### config.mk
export PLATFORM = sky130hd
export DESIGN_NAME = tps_policy_sel
export DESIGN_NICKNAME = d
export VERILOG_FILES = /design/src/rtl/tps_pkg.sv /design/src/rtl/tps_set_map.sv /design/src/rtl/tps_sel_ctr.sv /design/src/rtl/tps_policy_sel.sv
export SDC_FILE = /design/constraint.sdc
export NUM_CORES = 1
export LEC_CHECK = 0
export BUFFER_PORTS_ARGS = -buffer_cell sky130_fd_sc_hd__buf_2
export CAP_MARGIN = 20
export CORE_AREA = 10 10 87 89
export CTS_BUF_LIST = sky130_fd_sc_hd__clkbuf_8 sky130_fd_sc_hd__clkbuf_16
export DETAILED_ROUTE_END_ITERATION = 10
export DIE_AREA = 0 0 97 99
export GPL_TIMING_DRIVEN = 1
export PLACE_DENSITY = 0.79
export SLEW_MARGIN = 40
export SYNTH_ARGS = -nofsm -noshare
export SYNTH_HDL_FRONTEND = slang
export SYNTH_SLANG_ARGS = --single-unit
export TNS_END_PERCENT = 1
### constraint.sdc
create_clock -name clk -period 4.6 [get_ports clk]
set_input_delay 1.15 -clock clk [delete_from_list [all_inputs] [get_ports clk]]
set_output_delay 1.15 -clock clk [all_outputs]
set_load 0.01 [all_outputs]
### src/rtl/tps_pkg.sv
package tps_pkg;

   typedef enum logic {
      POL_LRU = 1'b0,
      POL_BIP = 1'b1
   } pol_e;

   // Selector width: narrower when only two threads compete.
   function automatic int sel_width(input int n_threads);
      return (n_threads == 2) ? 9 : 10;
   endfunction

endpackage

### src/rtl/tps_set_map.sv
module tps_set_map #(
   parameter int NUM_SETS       = 1024,
   parameter int NUM_THREADS    = 4,
   parameter int SETS_PER_GROUP = 32,
   localparam int SET_W  = $clog2(NUM_SETS),
   localparam int TID_W  = $clog2(NUM_THREADS),
   localparam int STRIDE = NUM_SETS / SETS_PER_GROUP
) (
   input  logic [SET_W-1:0] set_idx,
   output logic             is_lru,
   output logic             is_bip,
   output logic [TID_W-1:0] owner
);

   logic [SET_W-1:0] slot;

   generate
      if (STRIDE * SETS_PER_GROUP != NUM_SETS) begin : g_bad_div
         $error("NUM_SETS must be a multiple of SETS_PER_GROUP");
      end
      if ((1 << $clog2(STRIDE)) != STRIDE) begin : g_bad_pow
         $error("set stride must be a power of two");
      end
      if (2 * NUM_THREADS > STRIDE) begin : g_bad_room
         $error("not enough slots per stride for all sample groups");
      end
   endgenerate

   always_comb begin
      slot   = set_idx & SET_W'(STRIDE - 1);
      is_lru = (slot < SET_W'(NUM_THREADS));
      is_bip = !is_lru && (slot < SET_W'(2 * NUM_THREADS));
      if (is_lru)
         owner = TID_W'(slot);
      else
         owner = TID_W'(slot - SET_W'(NUM_THREADS));
   end

endmodule

### src/rtl/tps_sel_ctr.sv
module tps_sel_ctr #(
   parameter int WIDTH = 10
) (
   input  logic             clk,
   input  logic             rst_n,
   input  logic             up,
   input  logic             down,
   output logic [WIDTH-1:0] value
);

   localparam logic [WIDTH-1:0] MAXV = {WIDTH{1'b1}};
   localparam logic [WIDTH-1:0] MIDV = {1'b1, {(WIDTH-1){1'b0}}};

   generate
      if (WIDTH < 2) begin : g_bad_w
         $error("selector counter needs at least two bits");
      end
   endgenerate

   always_ff @(posedge clk) begin
      if (!rst_n)
         value <= MIDV;
      else if (up && value != MAXV)
         value <= value + 1'b1;
      else if (down && value != '0)
         value <= value - 1'b1;
   end

   AST_CTR_UP: assert property (@(posedge clk) disable iff (!rst_n)
      (up && !down && value != MAXV) |=> value == $past(value) + 1'b1);
   AST_CTR_DOWN: assert property (@(posedge clk) disable iff (!rst_n)
      (down && !up && value != '0) |=> value == $past(value) - 1'b1);
   AST_SAT_HIGH: assert property (@(posedge clk) disable iff (!rst_n)
      (up && value == MAXV) |=> value == MAXV);
   AST_SAT_LOW: assert property (@(posedge clk) disable iff (!rst_n)
      (down && value == '0) |=> value == '0);
   AST_CTR_HOLD: assert property (@(posedge clk) disable iff (!rst_n)
      (!up && !down) |=> $stable(value));
   AST_NO_BOTH: assert property (@(posedge clk) disable iff (!rst_n)
      !(up && down));

endmodule

### src/rtl/tps_policy_sel.sv
module tps_policy_sel #(
   parameter int NUM_SETS       = 1024,
   parameter int NUM_THREADS    = 4,
   parameter int SETS_PER_GROUP = 32,
   parameter int SEL_W          = tps_pkg::sel_width(NUM_THREADS),
   localparam int SET_W = $clog2(NUM_SETS),
   localparam int TID_W = $clog2(NUM_THREADS)
) (
   input  logic                   clk,
   input  logic                   rst_n,
   input  logic                   miss_valid,
   input  logic [SET_W-1:0]       miss_set,
   input  logic [TID_W-1:0]       miss_tid,
   output logic                   fill_bip,
   output logic [NUM_THREADS-1:0] thread_bip
);

   import tps_pkg::*;

   logic             smp_lru;
   logic             smp_bip;
   logic [TID_W-1:0] smp_owner;
   logic             own_sample;
   pol_e             fill_pol;

   generate
      if (NUM_THREADS < 2) begin : g_bad_nt
         $error("at least two threads are required");
      end
   endgenerate

   tps_set_map #(
      .NUM_SETS       (NUM_SETS),
      .NUM_THREADS    (NUM_THREADS),
      .SETS_PER_GROUP (SETS_PER_GROUP)
   ) u_map (
      .set_idx (miss_set),
      .is_lru  (smp_lru),
      .is_bip  (smp_bip),
      .owner   (smp_owner)
   );

   for (genvar t = 0; t < NUM_THREADS; t++) begin : g_thr
      logic             bump_up;
      logic             bump_down;
      logic [SEL_W-1:0] sel_q;

      assign bump_up   = miss_valid && smp_lru && (smp_owner == TID_W'(t));
      assign bump_down = miss_valid && smp_bip && (smp_owner == TID_W'(t));

      tps_sel_ctr #(.WIDTH(SEL_W)) u_ctr (
         .clk   (clk),
         .rst_n (rst_n),
         .up    (bump_up),
         .down  (bump_down),
         .value (sel_q)
      );

      assign thread_bip[t] = sel_q[SEL_W-1];
   end

   always_comb begin
      own_sample = (smp_lru || smp_bip) && (smp_owner == miss_tid);
      if (own_sample)
         fill_pol = smp_bip ? POL_BIP : POL_LRU;
      else
         fill_pol = thread_bip[miss_tid] ? POL_BIP : POL_LRU;
      fill_bip = (fill_pol == POL_BIP);
   end

   AST_FOLLOWER_FILL: assert property (@(posedge clk) disable iff (!rst_n)
      (miss_valid && !smp_lru && !smp_bip) |-> fill_bip == thread_bip[miss_tid]);
   AST_OWNER_LRU: assert property (@(posedge clk) disable iff (!rst_n)
      (miss_valid && smp_lru && smp_owner == miss_tid) |-> !fill_bip);
   AST_OWNER_BIP: assert property (@(posedge clk) disable iff (!rst_n)
      (miss_valid && smp_bip && smp_owner == miss_tid) |-> fill_bip);
   AST_FOREIGN_FILL: assert property (@(posedge clk) disable iff (!rst_n)
      (miss_valid && (smp_lru || smp_bip) && smp_owner != miss_tid)
         |-> fill_bip == thread_bip[miss_tid]);
   AST_IDLE_STABLE: assert property (@(posedge clk) disable iff (!rst_n)
      !miss_valid |=> $stable(thread_bip));
   AST_FOLLOWER_STABLE: assert property (@(posedge clk) disable iff (!rst_n)
      (miss_valid && !smp_lru && !smp_bip) |=> $stable(thread_bip));

endmodule

* Word level (Yosys, flattened, before mapping)
Index checks and enable logic that the tools add are counted.
** Word-level totals
- Bits in registers :: 40
- Latch bits :: 0
- Memory bits (writable) :: 0
- Memory bits (read-only) :: 0
- Bits of input ports :: 15
- Output and inout port bits :: 5
- Word-level logic and storage cells :: 69
- Memories :: 0
** Operators by class
- Add/subtract/negate cells :: 9
- Multipliers :: 0
- Div/mod/pow operators :: 0
- Order comparisons :: 3
- Equality and inequality tests :: 8
- Shift-type cells :: 0
- Multiplexer cells :: 14
- Bitwise operators :: 0
- Reduce and logical (&&, ||, !) cells :: 31
** Operator list (number)
- $mux 10 :: 8
- $add 10x1->10 const B :: 4
- $ne 10x10->1 const B :: 4
- $reduce_bool 10->1 :: 4
- $sub 10x1->10 const B :: 4
- $logic_and 1x1->1 :: 20
- $reduce_bool 2->1 :: 4
- $lt 5x3->1 const B :: 1
- $lt 5x4->1 const B :: 1
- $eq 2x2->1 const B :: 2
- $mux 1 :: 4
- $lt 2x3->1 const B :: 1
- $bmux 1 s2 :: 1
- $eq 2x1->1 const B :: 1
- $eq 2x2->1 :: 1
- $logic_not 2->1 :: 1
- $mux 2 :: 1
- $sub 2x1->2 const B :: 1
- $logic_not 1->1 :: 1
- $logic_or 1x1->1 :: 1

* Logic depth before layout (Yosys ltp)
- Word-level depth :: 8
- Mapped depth :: 11

* By module
Synthesis repeated with hierarchy kept, for this count alone.
** Unflattened totals
- Cells, all modules :: 406
- Area, all modules :: 3532.1 um^2
** Modules (own cells, without submodules)
- tps_sel_ctr :: times used 4, cells an instance 96, area an instance 845.8 um^2, seq. area each 200.2 um^2
- tps_policy_sel :: times used 1, cells an instance 18, area an instance 111.4 um^2, seq. area each 0.0 um^2
- tps_set_map :: times used 1, cells an instance 4, area an instance 37.5 um^2, seq. area each 0.0 um^2

* Worst setup path after synthesis
Ideal clock, no wire load.
- Kind :: input -> register
- Start :: in miss_set[3]
- End :: reg g_thr[0].u_ctr.value[8]
- Library setup time :: 135 ps
- Arrival time :: 3516 ps
- Data required time :: 4465 ps
- Slack :: 949 ps
- Cell stages on the path :: 9
- Path buffers :: 0
- Cells stage by stage :: nor4b_4 o311ai_4 ha_1 nor2b_4 o31a_1 or4_1 a31oi_1 xor2_1 a211oi_2
** Between the ends
- Cells in the longest elaborated chain, start to end :: 7
- Elaborated cells on any way between the ends :: 14
- Those cells by class :: 2 x order compare; 2 x mux; 10 x reduce/logical
** Ends and longest elaborated chain
- start, declared :: RTL line tps_policy_sel.sv:12 : input logic [SET_W-1:0] miss_set,
- $lt 5x3->1 :: RTL line tps_set_map.sv:31 : is_lru = (slot < SET_W'(NUM_THREADS));
- $logic_not 1->1 :: RTL line tps_set_map.sv:32 : is_bip = !is_lru && (slot < SET_W'(2 * NUM_THREADS));
- $logic_and 1x1->1 :: RTL line tps_set_map.sv:32
- $logic_and 1x1->1 (2 in a row) :: RTL line tps_policy_sel.sv:49 : assign bump_down = miss_valid && smp_bip && (smp_owner == TID_W'(t));
- $logic_and 1x1->1 :: RTL line tps_sel_ctr.sv:25 : else if (down && value != '0)
- $reduce_bool 2->1 (no source line)
- end signal, assigned :: RTL line tps_sel_ctr.sv:24 : value <= value + 1'b1;
- end signal, assigned :: RTL line tps_sel_ctr.sv:26 : value <= value - 1'b1;
- end, declared :: RTL line tps_sel_ctr.sv:8 : output logic [WIDTH-1:0] value
Parallel ways exist; a longest one is shown, timed or not.
A chain may end at the register's enable or synchronous reset.

* Worst setup path after layout
- Start :: in miss_set[3]
- End :: reg g_thr[1].u_ctr.value[8]
** Between the ends
- Cells in the longest elaborated chain, start to end :: 7
- Elaborated cells on any way between the ends :: 14
- Those cells by class :: 2 x order compare; 1 x eq/ne; 2 x mux; 9 x reduce/logical
** Ends and longest elaborated chain (RTL line)
- branches (longest 7 deep; another with $lt 5x3->1)
- end signal, assigned :: tps_sel_ctr.sv:24
- end signal, assigned :: tps_sel_ctr.sv:26
- end, declared :: tps_sel_ctr.sv:8
Several ways; the timed one is not identified.

==> results by group <==
Floorplanning
  – Die Wd: 97 um
  – FP Rows: 28
  – Core area: 5850 um^2
  – Die Y: 99 um
  – Die ar.: 9600 um^2
  – I/O pin total: 20
  – Effective utilization at floorplan: between 50% and 60%

CTS
  – TritonCTS clock tree: done
  – Number of H-tree levels: 2
  – CTS resizes: 0
  – Root buffer cell: clkbuf_8
  – Cts hold-fix bufs: 0
  – Clk_lat worst skew: 0.29 ns
  – Clock-pin slew on the worst setup and hold paths: 0.08 ns
  – CTS Buf Count: 5
  – CTS Sinks: 40
  – Setup Fix Bufs, Post-CTS: 0
  – Clock Path Buffers: 2

Critical path
  – FF-to-FF setup slack: 1.49 ns
  – Worst flop-to-flop path endpoint: g_thr[1].u_ctr.value[8]
  – Critical path peak fanout: 12
  – Critical path's top delay family: compound AO/OA/AOI/OAI gates
  – Delay of the slowest critical-path stage: approximately 0.57 ns
  – R2R Path Start: g_thr[1].u_ctr.value[0]
  – Reg2reg path depth: 9
  – Crit-path cells: buf_2 > nor4b_4 > o311ai_4 > fa_1 > a211oi_1 > nor2_1 > or4_1 > a31oi_1 > xor2_1 > a211oi_1
  – CP max stage cell: nor4b_4
  – WP data required: around 4.8 ns
  – Critical path class: primary input to flip-flop
  – CP Launch Type: primary input
  – Cell repeated most along the worst path: a211oi_1
  – CP bufs+invs: 1
  – Critical Path AT: 4.06 ns
  – Crit end category: flip-flop

Timing
  – Hold Fails Final Rpt: 0
  – Skew final: about 0.0079 ns
  – Slew HR: 55.8%
  – Worst-Margin Slew: 0.661 ns
  – Maximum clock rate: ~260 MHz
  – Tmin final: just under 4 ns
  – Final period util: 83.8%
  – Final setup viols: 0
  – Setup tns final: 0 ns
  – Unrepaired setup endpoints after global routing: false
  – Slew Viols, Final: 0

Synth
  – Post-Syn Area: 3380 um^2
  – Most frequent cells after synthesis: 48 x nor2_1, 40 x dfxtp_1, 33 x ha_1, 20 x xnor2_1
  – Post-synthesis register bit count: 40
  – Mean area per synthesized cell: 8.89 um^2
  – FFs w/ async S/R, synth: 0%
  – Library cells used by synthesis: 57
  – Largest area contributor in the netlist: dfxtp_1
  – Mapped Cells: 380
  – Post-synth EDFFs: 0
  – Post-synth top area share: between 20% and 30%
  – Synth area leaders: dfxtp_1 24%, ha_1 12%, mux2i_1 5.3%
  – Ys flop type: dfxtp_1
  – Sequential-to-total area share from yosys stat: 23.7%
  – Count leader, synth: nor2_1
  – Post-synth net total: ~430
  – Synth Warn #: 0

Outcome
  – Run status: finished clean

Power
  – Sequential share of power: 43.0%
  – Sw Ratio: approximately a quarter
  – Clock share of power: between 30% and 40%
  – Leak Pwr: 1.41 nW
  – NetSw: 0.224 mW
  – Peak VDD IR: 0.000138 V
  – Combinational fraction of design power: between 20% and 30%
  – Internal power: ~0.63 mW
  – Pwr Density: around 240 nW/um^2

Run
  – Max cap viols: 0

Cells and area
  – Biggest register: g_thr.u_ctr.value
  – N_diodes: 0
  – Layout cell share with drive strength beyond 1: 10.7%
  – Post-layout util: 61.2%
  – Largest regs: g_thr.u_ctr.value x40
  – Largest register FFs: 40
  – Area Overhead vs Synth: 5.97%
  – Fill cells: 507
  – Final #Nets: 442

Drt
  – DRC: 0
  – Drt pass-1 iters: 4
  – Wire per inst: 15.1 um
  – DR iter-0 viols: between 100 and 150
  – Vias per cell: about 6
  – Via count: about 2800
  – WL final: 7020 um
  – Antenna Nets Post-Route: 0

GRT
  – Largest net degree at the start of global routing: 23
  – First-pass GRT wire length: 12400 um
  – Total congestion overflow: 0
  – Overall global routing resource usage: 14.6%
  – Vias in the first global route: ~2800
  – Initial antenna violation count: 0

Min path
  – Worst hold path startpoint: g_thr[1].u_ctr.value[7]
  – Worst Hold End: g_thr[1].u_ctr.value[7]
  – WHS Path Cells: 2
  – Hold crit path type: flip-flop to flip-flop

Placement
  – Detailed placement HPWL: 5430 um
  – Port Buf Inserts: 14
  – GPL Wtd Cong: 0.878
## per-stage QoR
step	instances	worst slack [ns]	area, um^2	power [mW]	hold slack (ns)
final	466	0.743	3580	0.850	0.529
after global routing	466	0.515	3580	0.893	0.570
after CTS	466	0.735	3580	0.859	0.522
after detailed placement	458	0.443	3450	0.543	0.507
after global placement	458	0.502	3450	0.538	0.495
after floorplan	380	0.949	3380	0.510	0.476
## routing by layer
metal  part of all wire (%)  routed length, um  vias up  GRT usage [%]
met5                      0                  0        -              0
met4                    1.3                 89        0           4.20
met3                    2.9                201        8           3.00
met2                     48               3390       32           25.8
met1                     48               3350     1348           17.4
li1                       -                  -     1444              -
## cell type report
cell class              count  area (um^2)  share of cell area [%]
clock buffers               7         96.3                    2.69
well taps                  75         93.8                    2.62
inverters                  12         45.0                    1.26
repair buffers             16         85.1                    2.38
flip-flops and latches     40          801                    22.4
clock inverters             1         30.0                   0.839
multi-input cells         315         2430                    67.8
## cells by family (layout without fill, tap and decap cells)
group	count (synthesis)	after routing	share of synthesized area (%)
AOI/OAI and AO/OA	98	98	22.3
xor gates and xnor gates	29	29	7.52
adders and majority gates	37	37	14.6
buffers and inverters	25	36	4.41
DFF	40	40	23.7
muxes	20	20	6.34
and+or+nand+nor	131	131	21.1
## worst max-delay path by stage
| stage | start | to | depth (start not counted) |
|---|---|---|---|
| finish | miss_set[3] | g_thr[1].u_ctr.value[8] | 10 |
| global route | miss_set[3] | g_thr[1].u_ctr.value[8] | 10 |
| CTS | miss_set[3] | g_thr[1].u_ctr.value[8] | 10 |
| detailed placement | miss_set[3] | g_thr[1].u_ctr.value[8] | 10 |
| global placement | miss_set[3] | g_thr[1].u_ctr.value[8] | 10 |
| floorplan | miss_set[3] | g_thr[0].u_ctr.value[8] | 9 |
## cells in the final DEF (no fill, tap or decap), types with 4 or more instances in the layout
master,count
clkbuf_8,7
a31oi_1,4
inv_1,11
nor2b_1,6
and3_1,7
a21o_1,8
nor2_1,48
nor4_1,13
dfxtp_1,40
mux2i_1,18
o22ai_1,4
a211oi_1,9
o21ai_0,18
ha_1,33
buf_2,14
a211oi_2,6
fa_1,4
or3_1,8
nand4_1,9
nand2b_1,6
o21a_1,12
nand3_1,9
xnor2_1,20
nand2_1,10
xor2_1,9
a21oi_1,13
## tightest hold or removal path, delay by kind of cell (launching register included)
kind | cells | cell delay (ns)
compound gates | 1 | 0.07
flops | 1 | 0.34
simple gates | 1 | 0.07
## power groups by stage
stage | Clock (mW) | Sequential, mW | Combinational, mW
2_1_floorplan | 0 | 0.370 | 0.140
3_3_place_gp | 0 | 0.373 | 0.165
3_5_place_dp | 0 | 0.373 | 0.170
4_1_cts | 0.323 | 0.365 | 0.171
5_1_grt | 0.335 | 0.367 | 0.191
6_report | 0.314 | 0.365 | 0.171
(Power assumes the default switching activity.)
